### config.mk
export PLATFORM = sky130hd
export DESIGN_NAME = regfile_button_editor
export DESIGN_NICKNAME = d
export VERILOG_FILES = /design/src/rtl/rfe_pkg.sv /design/src/rtl/rfe_btn_conditioner.sv /design/src/rtl/rfe_action_decoder.sv /design/src/rtl/rfe_index_ptr.sv /design/src/rtl/rfe_reg_store.sv /design/src/rtl/regfile_button_editor.sv
export SDC_FILE = /design/constraint.sdc
export NUM_CORES = 1
export LEC_CHECK = 0
export ABC_CLOCK_PERIOD_IN_PS = 5450
export CORE_AREA = 2 2 113 115
export CTS_CLUSTER_DIAMETER = 40
export DETAILED_ROUTE_END_ITERATION = 6
export DIE_AREA = 0 0 115 117
export GPL_TIMING_DRIVEN = 0
export PLACE_DENSITY = 0.81
export SLEW_MARGIN = 25
export SYNTH_ARGS = -nofsm -noshare
export SYNTH_HDL_FRONTEND = slang
export SYNTH_SLANG_ARGS = --single-unit
### constraint.sdc
create_clock -name clk -period 5.45 [get_ports clk]
set_input_delay 0.8175 -clock clk [delete_from_list [all_inputs] [get_ports clk]]
set_output_delay 0.8175 -clock clk [all_outputs]
set_load 0.05 [all_outputs]
### src/rtl/rfe_pkg.sv
package rfe_pkg;
  localparam int NUM_BTN = 4;
  // Bit positions of the button functions; the decoder relies on them.
  localparam int BTN_VAL_DN = 0;
  localparam int BTN_VAL_UP = 1;
  localparam int BTN_IDX_DN = 2;
  localparam int BTN_IDX_UP = 3;
endpackage

### src/rtl/rfe_btn_conditioner.sv
module rfe_btn_conditioner #(
  parameter int NUM_BTN = 4
) (
  input  logic               clk,
  input  logic               rst,
  input  logic [NUM_BTN-1:0] raw_i,
  output logic [NUM_BTN-1:0] level_o,
  output logic [NUM_BTN-1:0] rise_o
);
  logic [NUM_BTN-1:0] meta_q;
  logic [NUM_BTN-1:0] sync_q;
  logic [NUM_BTN-1:0] prev_q;

  always_ff @(posedge clk) begin
    if (rst) begin
      meta_q <= '0;
      sync_q <= '0;
      prev_q <= '0;
    end else begin
      meta_q <= raw_i;
      sync_q <= meta_q;
      prev_q <= sync_q;
    end
  end

  genvar b;
  generate
    for (b = 0; b < NUM_BTN; b++) begin : g_edge
      assign rise_o[b] = sync_q[b] & ~prev_q[b];
    end
  endgenerate

  assign level_o = sync_q;
endmodule

### src/rtl/rfe_action_decoder.sv
module rfe_action_decoder
  import rfe_pkg::*;
(
  input  logic [NUM_BTN-1:0] level_i,
  input  logic [NUM_BTN-1:0] rise_i,
  output logic               idx_up_o,
  output logic               idx_dn_o,
  output logic               val_up_o,
  output logic               val_dn_o
);
  logic single_held;
  logic [NUM_BTN-1:0] fire;

  assign single_held = $onehot(level_i);
  assign fire        = rise_i & {NUM_BTN{single_held}};

  assign idx_up_o = fire[BTN_IDX_UP];
  assign idx_dn_o = fire[BTN_IDX_DN];
  assign val_up_o = fire[BTN_VAL_UP];
  assign val_dn_o = fire[BTN_VAL_DN];
endmodule

### src/rtl/rfe_index_ptr.sv
module rfe_index_ptr #(
  parameter int NUM_REGS = 16,
  localparam int IDX_W = (NUM_REGS > 1) ? $clog2(NUM_REGS) : 1
) (
  input  logic             clk,
  input  logic             rst,
  input  logic             up_i,
  input  logic             dn_i,
  output logic [IDX_W-1:0] idx_o
);
  localparam logic [IDX_W-1:0] LAST = IDX_W'(NUM_REGS - 1);

  function automatic logic [IDX_W-1:0] step_idx(input logic [IDX_W-1:0] cur,
                                                input logic up);
    if (up) return (cur == LAST) ? '0 : cur + IDX_W'(1);
    else    return (cur == '0) ? LAST : cur - IDX_W'(1);
  endfunction

  logic [IDX_W-1:0] idx_q;

  always_ff @(posedge clk) begin
    if (rst)       idx_q <= '0;
    else if (up_i) idx_q <= step_idx(idx_q, 1'b1);
    else if (dn_i) idx_q <= step_idx(idx_q, 1'b0);
  end

  assign idx_o = idx_q;
endmodule

### src/rtl/rfe_reg_store.sv
module rfe_reg_store #(
  parameter int NUM_REGS = 16,
  parameter int DATA_W   = 8,
  localparam int IDX_W = (NUM_REGS > 1) ? $clog2(NUM_REGS) : 1
) (
  input  logic              clk,
  input  logic              rst,
  input  logic [IDX_W-1:0]  addr_i,
  input  logic              inc_i,
  input  logic              dec_i,
  output logic              wr_en_o,
  output logic [DATA_W-1:0] rd_data_o
);
  function automatic logic [DATA_W-1:0] step_val(input logic [DATA_W-1:0] cur,
                                                 input logic up);
    return up ? cur + DATA_W'(1) : cur - DATA_W'(1);
  endfunction

  logic [DATA_W-1:0] entry_q [NUM_REGS];
  logic [DATA_W-1:0] cur_val;
  logic [DATA_W-1:0] nxt_val;

  assign cur_val = entry_q[addr_i];
  assign wr_en_o = inc_i | dec_i;
  assign nxt_val = step_val(cur_val, inc_i);

  always_ff @(posedge clk) begin
    for (int i = 0; i < NUM_REGS; i++) begin
      if (rst)
        entry_q[i] <= '0;
      else if (wr_en_o && (addr_i == IDX_W'(i)))
        entry_q[i] <= nxt_val;
    end
  end

  assign rd_data_o = cur_val;
endmodule

### src/rtl/regfile_button_editor.sv
module regfile_button_editor
  import rfe_pkg::*;
#(
  parameter int NUM_REGS = 16,
  parameter int DATA_W   = 8,
  localparam int IDX_W = (NUM_REGS > 1) ? $clog2(NUM_REGS) : 1
) (
  input  logic              clk,
  input  logic              rst,
  input  logic [3:0]        btn_raw,
  output logic [IDX_W-1:0]  sel_index,
  output logic [DATA_W-1:0] sel_value
);
  // Named internal events, observed by the bound checker.
  logic [NUM_BTN-1:0] btn_lvl;
  logic [NUM_BTN-1:0] btn_rise;
  logic idx_up, idx_dn, val_up, val_dn;
  logic wr_en;

  rfe_btn_conditioner #(.NUM_BTN(NUM_BTN)) cond_i (
    .clk(clk), .rst(rst), .raw_i(btn_raw),
    .level_o(btn_lvl), .rise_o(btn_rise)
  );

  rfe_action_decoder dec_i (
    .level_i(btn_lvl), .rise_i(btn_rise),
    .idx_up_o(idx_up), .idx_dn_o(idx_dn),
    .val_up_o(val_up), .val_dn_o(val_dn)
  );

  rfe_index_ptr #(.NUM_REGS(NUM_REGS)) ptr_i (
    .clk(clk), .rst(rst), .up_i(idx_up), .dn_i(idx_dn), .idx_o(sel_index)
  );

  rfe_reg_store #(.NUM_REGS(NUM_REGS), .DATA_W(DATA_W)) store_i (
    .clk(clk), .rst(rst), .addr_i(sel_index),
    .inc_i(val_up), .dec_i(val_dn),
    .wr_en_o(wr_en), .rd_data_o(sel_value)
  );
endmodule

==> results of run 1 <==
worst reg2reg max path: cells and delay by family, from the launching register on:
kind	cells	cell delay [ns]
adders and majority gates	1	0.30
and+or+nand+nor	2	0.48
muxes	2	0.99
buffers and inverters	4	1.41
AOI/OAI and AO/OA	3	0.87
DFF	1	0.32
metal layers:
layer,up-vias,track usage
li1,2030,-
met1,2381,0.361
met2,394,0.469
met3,73,0.0778
met4,0,0.149
met5,-,0
cell usage in the layout (no fill, tap or decap), types with 7 or more instances in the layout:
cell type	instances
o21bai_2	12
nor3_2	11
clkbuf_16	17
buf_4	7
nor3_1	40
mux4_2	34
nand2_1	28
buf_2	7
ha_1	11
dfxtp_1	20
a21oi_1	9
clkbuf_1	15
clkdlybuf4s50_1	16
mux2i_1	7
nor2b_1	15
nor2_1	103
edfxtp_1	128
layout make-up:
class | count | area share
sequential | 148 | 0.531
multi-input combinational | 339 | 0.326
clock buffer | 18 | 0.0537
tap | 150 | 0.0235
buffer | 32 | 0.0222
clock inverter | 14 | 0.0203
timing repair buffer | 16 | 0.0200
inverter | 7 | 0.00329
cells by family (layout without fill, tap and decap cells):
kind of cell,Yosys count,in the layout
buffers and inverters,39,87
adders and majority gates,12,12
AOI/OAI and AO/OA,57,57
xor gates and xnor gates,5,5
and+or+nand+nor,222,222
muxes,43,43
DFF,148,148
through the flow:
step / cells / utilization / area [µm²]
3_3_place_gp: 692 / 0.598 / 7360
4_1_cts: 724 / 0.647 / 7960
2_1_floorplan: 526 / - / 7010
6_report: 724 / 0.649 / 7990
3_5_place_dp: 692 / 0.598 / 7370
5_1_grt: 724 / 0.649 / 7990
registers in the layout (all words and copies together) (netlist names), named ones only:
register / flops
cond_i.level_o: 4
cond_i.meta_q: 4
cond_i.prev_q: 4
ptr_i.idx_o: 4
store_i.entry_q: 128
power breakdown:
part	internal (mW)	leakage (nW)	switching [mW]
Clock	0.715	0.283	0.462
Sequential	1.27	1.49	0.0148
Combinational	0.138	1.09	0.313
Total	2.12	2.86	0.790
how the worst min path moves through the flow:
stage,startpoint,endpoint,slack (ns)
6_report,cond_i.meta_q[0],cond_i.level_o[0],0.44
5_1_grt,cond_i.meta_q[1],cond_i.level_o[1],0.47
4_1_cts,cond_i.meta_q[0],cond_i.level_o[0],0.44
3_5_place_dp,cond_i.meta_q[0],cond_i.level_o[0],0.42
3_3_place_gp,cond_i.meta_q[1],cond_i.level_o[1],0.42
2_1_floorplan,cond_i.meta_q[0],cond_i.level_o[0],0.41
==> out/results.tsv, run 1 <==
metric	value	unit
Final Setup Violations	0	
Post-CTS Resized	0	
area leader, netlist	edfxtp_1	
Slew HR	0.218	
largest family of logic cells by synthesized area	simple AND/OR/NAND/NOR gates	
Cell Pwr Density	364	nW/µm²
multi-input logic area	2610	µm²
io pins	18	
via count	4878	
commonest register cell after synthesis	edfxtp_1	
gr ovfl total	0	
final number of max-transition violations	0	
Commonest cells post-synth	edfxtp_1, nor2_1, nor3_1	
Synth top area share	0.548	
Clk pin slew, worst setup/hold paths	0.06	ns
Clock Path Buffers	2	
vias in the first global route	4865	
dpl hpwl	11.9	mm
Slowest-stage cell, CP	mux4_2	
worst vdd ir	0.227	mV
adder-cell area share of the yosys netlist	0.0225	
CTS sink count	148	
DR WL met2	8.89	mm
FFs w/ async S/R, synth	0	
Core Area	12300	µm²
post-synthesis compound-gate area fraction	0.0600	
first-pass GRT wire length	27.5	mm
Final nets	579	
main area contributors after synthesis	edfxtp_1, mux4_2, dfxtp_1	
Synth Instances	526	
Die ar.	13500	µm²
layout cells sized above 1	0.206	
met1 WL	6.45	mm
Routed Antenna Nets	0	
Syn Nets	544	
Leak	2.86	nW
mux share of post-synthesis cell area	0.124	
crit path time final	4.64	ns
Critical Path RT	5.60	ns
First DRT Iteration DRCs	627	
WL met3	2.17	mm
CP Buf/Inv Count	4	
Die Y-Extent	117	µm
Worst R2R End	store_i.entry_q[0][5]	
delay-heaviest family, CP	buffers and inverters	
clock latency on the worst-skew pair	0.43	ns
Hold Path Class	reg -> reg	
RSZ-0062 raised after global routing	false	
Post-Synth Simple-Gate Area	0.153	
Hold Path Stages	1	
antenna violations before repair	0	
cts bufs inserted	17	
critical-path cell list	buf_4, buf_2, buf_1, mux4_2, mux4_2, ha_1, or3_1, o221ai_2, o21ai_1, a211oi_2, buf_4, nor3_1	
Crit Path Class	reg -> reg	
H-tree levels	4	
worst slack, placed	0.834	ns
reg-to-reg slack, setup	0.81	ns
crit path to	store_i.entry_q[0][5]	
Rows	41	
drt first pass iters	5	
cells on worst reg2reg path	12	
period utilization	0.851	
crit end category	flip-flop	
Fin. Hold Viols	0	
total power	2.91	mW
DRC viols	0	
Die Span X	115	µm
Mapped Area	7010	µm²
post-CTS setup buffers	0	
Layout area overhead	14.0	%
WP depth	12	
CP peak stage delay	0.57	ns
sequential cell area	4240	µm²
number of fill cells in the layout	843	
number of flops mapped to enable cells by yosys	128	
max cap viols	0	
post-DR vias/cell	6.74	
Post-CTS Hold Fix Bufs	0	
register bit total from synthesis	148	
syn avg cell area	13.3	µm²
Yosys warning count	0	
CTS tree	built	
post-route setup TNS	0	ns
final WL	18.5	mm
largest net degree at the start of global routing	17	
routability cong.	0.896	
outcome	complete, no violations	
CP Launch Type	flip-flop	
Port Buffer Count	16	
WP data arrival	4.79	ns
ant diodes	0	
worst-margin pin slew	1.17	ns
Synth Area in XOR/XNOR	0.00625	
hold slack	0.436	ns
Synth cell types	55	
GRT Resource Usage Total	0.289	
sequential share of the synthesized area	0.605	
Clock Tree Root	clkbuf_16	
maximum fanout along the worst path	10	
per-cell routed wire length	25.5	µm
initial core utilization	0.569	
count leader, synth	edfxtp_1	
fmax	0.216	GHz
Final Skew	0.00713	ns
top routing layer in use	met4	
final worst slack	0.812	ns
(Power assumes the default switching activity.)
==> inputs of run 2 (changes only) <==
- CORE_AREA: 2 2 113 115 -> 3 3 113 115
- DIE_AREA: 0 0 115 117 -> 0 0 116 118
- PLACE_DENSITY: 0.81 -> 0.8
- SYNTH_HIERARCHICAL: not set -> 1
==> run 2 against run 1 <==
Compared with the run above:
- sequential share of layout area down 0.24 points
- cell area down 1.4%
- die area rose by 1.7%
- via count is 7.8% lower
- synthesized cell count is 7.2% lower
- core utilization up 1.2 points
- register-to-register slack got worse by 0.55 ns
- first-iteration DRC count rose by 5.1%
==> out/results.tsv, run 2 <==
metric	value	unit
Layout Utilization	0.661	
area post-placement	7170	µm²
Design Area, Final	7880	µm²
vias in the first global route	4585	
Worst R2R End	store_i/entry_q[15][6]	
largest reg by FF count	store_i/entry_q	
met2 GRT Util	0.403	
commonest non-fill, non-tap cell in the layout	edfxtp_1	
register bit total from synthesis	144	
Hold Path Stages	1	
Clk pin slew, worst setup/hold paths	0.06	ns
outcome	complete, no violations	
Clock Tree Root	clkbuf_16	
number of fill cells in the layout	825	
layout cells sized above 1	0.222	
most frequent cells in the layout	edfxtp_1, nor2_1, mux4_2	
total power	3.13	mW
CTS tree	built	
Die Span X	116	µm
cells on worst reg2reg path	13	
crit path time final	5.19	ns
Fin. Hold Viols	0	
dpl hpwl	11.0	mm
Hold Path Class	reg -> reg	
ant diodes	0	
per-cell routed wire length	24.3	µm
DRC viols	0	
Final nets	542	
Synth Instances	488	
period utilization	0.952	
reg-to-reg critical path startpoint	ptr_i/idx_o[0]	
Synth cell types	54	
hold path start	cond_i/meta_q[1]	
worst slack, placed	0.164	ns
Layout area overhead	15.6	%
clock latency on the worst-skew pair	0.42	ns
Synth top area share	0.564	
CTS sink count	144	
met1 usage	0.338	
drt first pass iters	6	
final WL	16.6	mm
final worst slack	0.261	ns
worst vdd ir	0.283	mV
first-pass GRT wire length	25.9	mm
Mapped Area	6810	µm²
worst-margin pin slew	0.800	ns
Final Skew	0.00803	ns
largest net degree at the start of global routing	17	
Final Setup Violations	0	
First DRT Iteration DRCs	659	
main area contributors after synthesis	edfxtp_1, mux4_2, nor2_1	
post-DR vias/cell	6.57	
post-CTS setup buffers	0	
Cell Pwr Density	397	nW/µm²
Syn Nets	506	
Yosys warning count	6	
via count	4496	
maximum fanout along the worst path	10	
Port Buffer Count	17	
met3 Use GR	0.0725	
antenna violations before repair	0	
Clock Path Buffers	2	
Leak	2.90	nW
Die Y-Extent	118	µm
routability cong.	0.867	
WP data arrival	5.33	ns
Largest register FFs	128	
cts bufs inserted	17	
FFs w/ async S/R, synth	0	
syn avg cell area	14.0	µm²
commonest register cell after synthesis	edfxtp_1	
io pins	18	
max cap viols	0	
fmax	0.193	GHz
reg-to-reg slack, setup	0.26	ns
Routed Antenna Nets	0	
Slew HR	0.464	
Critical Path RT	5.59	ns
placed cells	652	
Die ar.	13700	µm²
number of flops mapped to enable cells by yosys	128	
post-route setup TNS	0	ns
final number of max-transition violations	0	
Crit Path Class	reg -> reg	
hold slack	0.439	ns
Top Usage Layer GRT	met2	
sequential share of the synthesized area	0.611	
H-tree levels	4	
Commonest cells post-synth	edfxtp_1, nor2_1, mux4_2	
area leader, netlist	edfxtp_1	
initial core utilization	0.572	
CP Launch Type	flip-flop	
count leader, synth	edfxtp_1	
Worst Hold End	cond_i/level_o[1]	
crit end category	flip-flop	
Core Area	11900	µm²
gr ovfl total	0	
Layout Cells excl Fill	684	
Rows	40	
GRT Resource Usage Total	0.261	
## run 2: logic make-up after synthesis
group           count (synthesis)  share of synthesized area
xor+xnor                        6                    0.00992
flops                         144                      0.611
mux                            42                      0.130
fa+ha+maj                      12                     0.0242
buf+inv                        43                     0.0288
simple gates                  201                      0.150
compound gates                 40                     0.0461
## run 2: layout make-up
type | instances | area, µm² | area share
sequential | 144 | 4160 | 0.529
multi-input combinational | 301 | 2470 | 0.314
clock buffer | 19 | 433 | 0.0549
clock inverter | 13 | 258 | 0.0327
tap | 147 | 184 | 0.0233
timing repair buffer | 17 | 170 | 0.0216
buffer | 29 | 144 | 0.0183
inverter | 14 | 52.6 | 0.00667
## run 2: worst max-delay path by stage
stage	start	cells after the start	end	slack, ns
final	ptr_i/idx_o[0]	13	store_i/entry_q[15][6]	0.26
after global routing	ptr_i/idx_o[0]	13	store_i/entry_q[14][6]	-0.01
after CTS	ptr_i/idx_o[0]	13	store_i/entry_q[1][6]	0.04
after detailed placement	ptr_i/idx_o[0]	13	store_i/entry_q[1][6]	0.16
after global placement	ptr_i/idx_o[0]	13	store_i/entry_q[4][6]	0.29
after floorplan	ptr_i/idx_o[0]	13	store_i/entry_q[0][6]	0.64
## run 2: power by group
group,switching [mW],total [mW],internal [mW],leakage (nW)
logic,0.361,0.520,0.158,1.12
clock network,0.444,1.35,0.908,0.332
registers,0.0171,1.26,1.24,1.45
## run 2: what timing repair did
action / 4_1_cts / 5_1_grt
hold buffers: 0 / 0
endpoints found under the setup margin: 0 / 28
gates resized for setup: 0 / 3
## run 2: metal layers
layer | share of wire | up-vias | wire length [µm]
li1 | - | 1885 | -
met1 | 0.36 | 2246 | 5950
met2 | 0.49 | 311 | 8150
met3 | 0.11 | 54 | 1810
met4 | 0.043 | 0 | 711
met5 | 0 | - | 0
## run 2: critical path: stages (launching register included)
cell and delay, ns:
dfxtp_1 0.47, clkbuf_1 0.38, buf_2 0.45, buf_2 0.44, mux4_2 0.57, mux4_2 0.53
ha_1 0.36, nor2b_1 0.16, o21ai_1 0.17, a21boi_1 0.09, o21ai_1 0.18, nor3b_2 0.49
clkbuf_1 0.47, nor3_1 0.12
==> inputs of run 3 (changes only) <==
- CORE_AREA: 3 3 113 115 -> 2 2 112 114
- DIE_AREA: 0 0 116 118 -> 0 0 114 116
- GPL_TIMING_DRIVEN: 0 -> not set
==> run 3 against run 2 <==
Compared with the run above:
- clock skew grew 0.00065 ns
- global-route usage shrank 0.56 points
- die area shrank 3.4%
- register-to-register slack gained 0.79 ns
- clock power shrank 12%
- non-clock buffer count shrank 19
- cell area shrank 2.0%
- worst setup slack gained 0.79 ns
- first-iteration DRC count shrank 22%
- via count shrank 6.4%
- fmax grew 18%
- largest cell class unchanged
==> out/results.tsv, run 3 (synthesis results as in run 2) <==
metric	value	unit
CP Launch Type	flip-flop	
met2 GRT Util	0.402	
Clk pin slew, worst setup/hold paths	0.06	ns
WP data arrival	4.53	ns
Die Span X	114	µm
Reg power frac	0.431	
Post-CTS Hold Fix Bufs	0	
post-CTS setup buffers	0	
RSZ-0062 raised after global routing	false	
most frequent cells in the layout	edfxtp_1, nor2_1, mux4_2	
largest net degree at the start of global routing	44	
Hold Path Class	reg -> reg	
routability cong.	0.894	
clock latency on the worst-skew pair	0.42	ns
Leak	2.83	nW
largest reg by FF count	store_i/entry_q	
ant diodes	0	
per-cell routed wire length	23.5	µm
antenna violations before repair	0	
CTS sink count	144	
final WL	15.6	mm
worst-margin pin slew	0.938	ns
cells on worst reg2reg path	13	
Top Usage Layer GRT	met2	
crit end category	flip-flop	
Port Buffer Count	17	
Layout Cells excl Fill	664	
Clock Path Buffers	2	
total power	2.95	mW
layout cells sized above 1	0.224	
NetSw	0.796	mW
crit path time final	4.39	ns
Crit Path Class	reg -> reg	
Layout area overhead	13.4	%
DRC viols	0	
Critical Path RT	5.59	ns
dpl hpwl	10.0	mm
reg-to-reg critical path startpoint	cond_i/level_o[0]	
Final Skew	0.00868	ns
Core Area	11900	µm²
crit path to	store_i/entry_q[0][7]	
met1 usage	0.345	
Comb pwr share	0.166	
initial core utilization	0.572	
Die Y-Extent	116	µm
number of fill cells in the layout	843	
Final nets	523	
Net Sw Frac	0.270	
vias in the first global route	4119	
Rows	40	
worst vdd ir	0.285	mV
Int Pwr	2.15	mW
CP startpoint	cond_i/level_o[0]	
maximum fanout along the worst path	16	
post-DR vias/cell	6.34	
first-pass GRT wire length	24.0	mm
drt first pass iters	5	
GRT Resource Usage Total	0.255	
fmax	0.228	GHz
H-tree levels	4	
final number of max-transition violations	0	
CTS tree	built	
period utilization	0.806	
Final Setup Violations	0	
gr ovfl total	0	
Clock Tree Root	clkbuf_16	
via count	4209	
Worst R2R End	store_i/entry_q[0][7]	
First DRT Iteration DRCs	516	
Routed Antenna Nets	0	
outcome	complete, no violations	
Slew HR	0.374	
Die ar.	13200	µm²
Clk network pwr share	0.403	
cts bufs inserted	17	
met3 Use GR	0.0533	
io pins	18	
Cell Pwr Density	382	nW/µm²
Fin. Hold Viols	0	
Largest register FFs	128	
Post-CTS Resized	0	
commonest non-fill, non-tap cell in the layout	edfxtp_1	
placed cells	633	
post-route setup TNS	0	ns
reg-to-reg slack, setup	1.06	ns
max cap viols	0	
==> run 3: cell count changes in the layout (fill, tap and decap cells not counted), sizes merged <==
cell / change
clkinvlp: +1
inv: -2
clkbuf: -16
clkinv: +4
bufinv: -3
buf: -4
==> run 3: power by group through the flow <==
stage	logic (mW)	clock network [mW]	registers, mW
global route	0.517	1.24	1.28
CTS	0.484	1.20	1.27
global placement	0.469	0	1.29
detailed placement	0.481	0	1.29
finish	0.488	1.19	1.27
floorplan	0.348	0	1.28
==> run 3: worst min-delay path by stage <==
stage                startpoint                end  depth (start not counted)
2_1_floorplan  cond_i/meta_q[0]  cond_i/level_o[0]                          1
3_3_place_gp   cond_i/meta_q[0]  cond_i/level_o[0]                          1
3_5_place_dp   cond_i/meta_q[1]  cond_i/level_o[1]                          1
4_1_cts        cond_i/meta_q[1]  cond_i/level_o[1]                          1
5_1_grt        cond_i/meta_q[2]  cond_i/level_o[2]                          1
6_report       cond_i/meta_q[2]  cond_i/level_o[2]                          1
==> run 3: area by class of cell <==
cell class,instances,area (µm²),share of cell area
sequential,144,4170,0.540
multi-input combinational,301,2470,0.320
clock buffer,18,429,0.0556
timing repair buffer,27,245,0.0318
tap,147,184,0.0238
clock inverter,13,170,0.0220
inverter,14,52.6,0.00680
==> run 3: worst max-delay path: stages, from the launching register on <==
cell and delay (ns):
dfxtp_1 0.35, inv_1 0.07, fa_1 0.54, inv_1 0.05
ha_1 0.17, ha_1 0.32, and4bb_2 0.42, inv_1 0.17
ha_1 0.41, nand2_1 0.11, nor3b_1 0.42, o32ai_2 0.18
xor2_2 0.78, nor2_1 0.12
==> run 3: through the flow <==
stage / setup WS [ns] / cell area (µm²) / hold slack, ns / util
after detailed placement: 0.876 / 7120 / 0.427 / 0.598
after floorplan: 0.642 / 6810 / 0.415 / -
final: 1.06 / 7720 / 0.437 / 0.648
after global routing: 0.805 / 7720 / 0.456 / 0.648
after CTS: 0.883 / 7720 / 0.442 / 0.648
after global placement: 1.03 / 7110 / 0.425 / 0.597
==> run 3: per-layer routing <==
layer,part of all wire,wire length [µm]
met1,0.39,6060
met2,0.48,7550
met3,0.094,1460
met4,0.033,510
met5,0,0
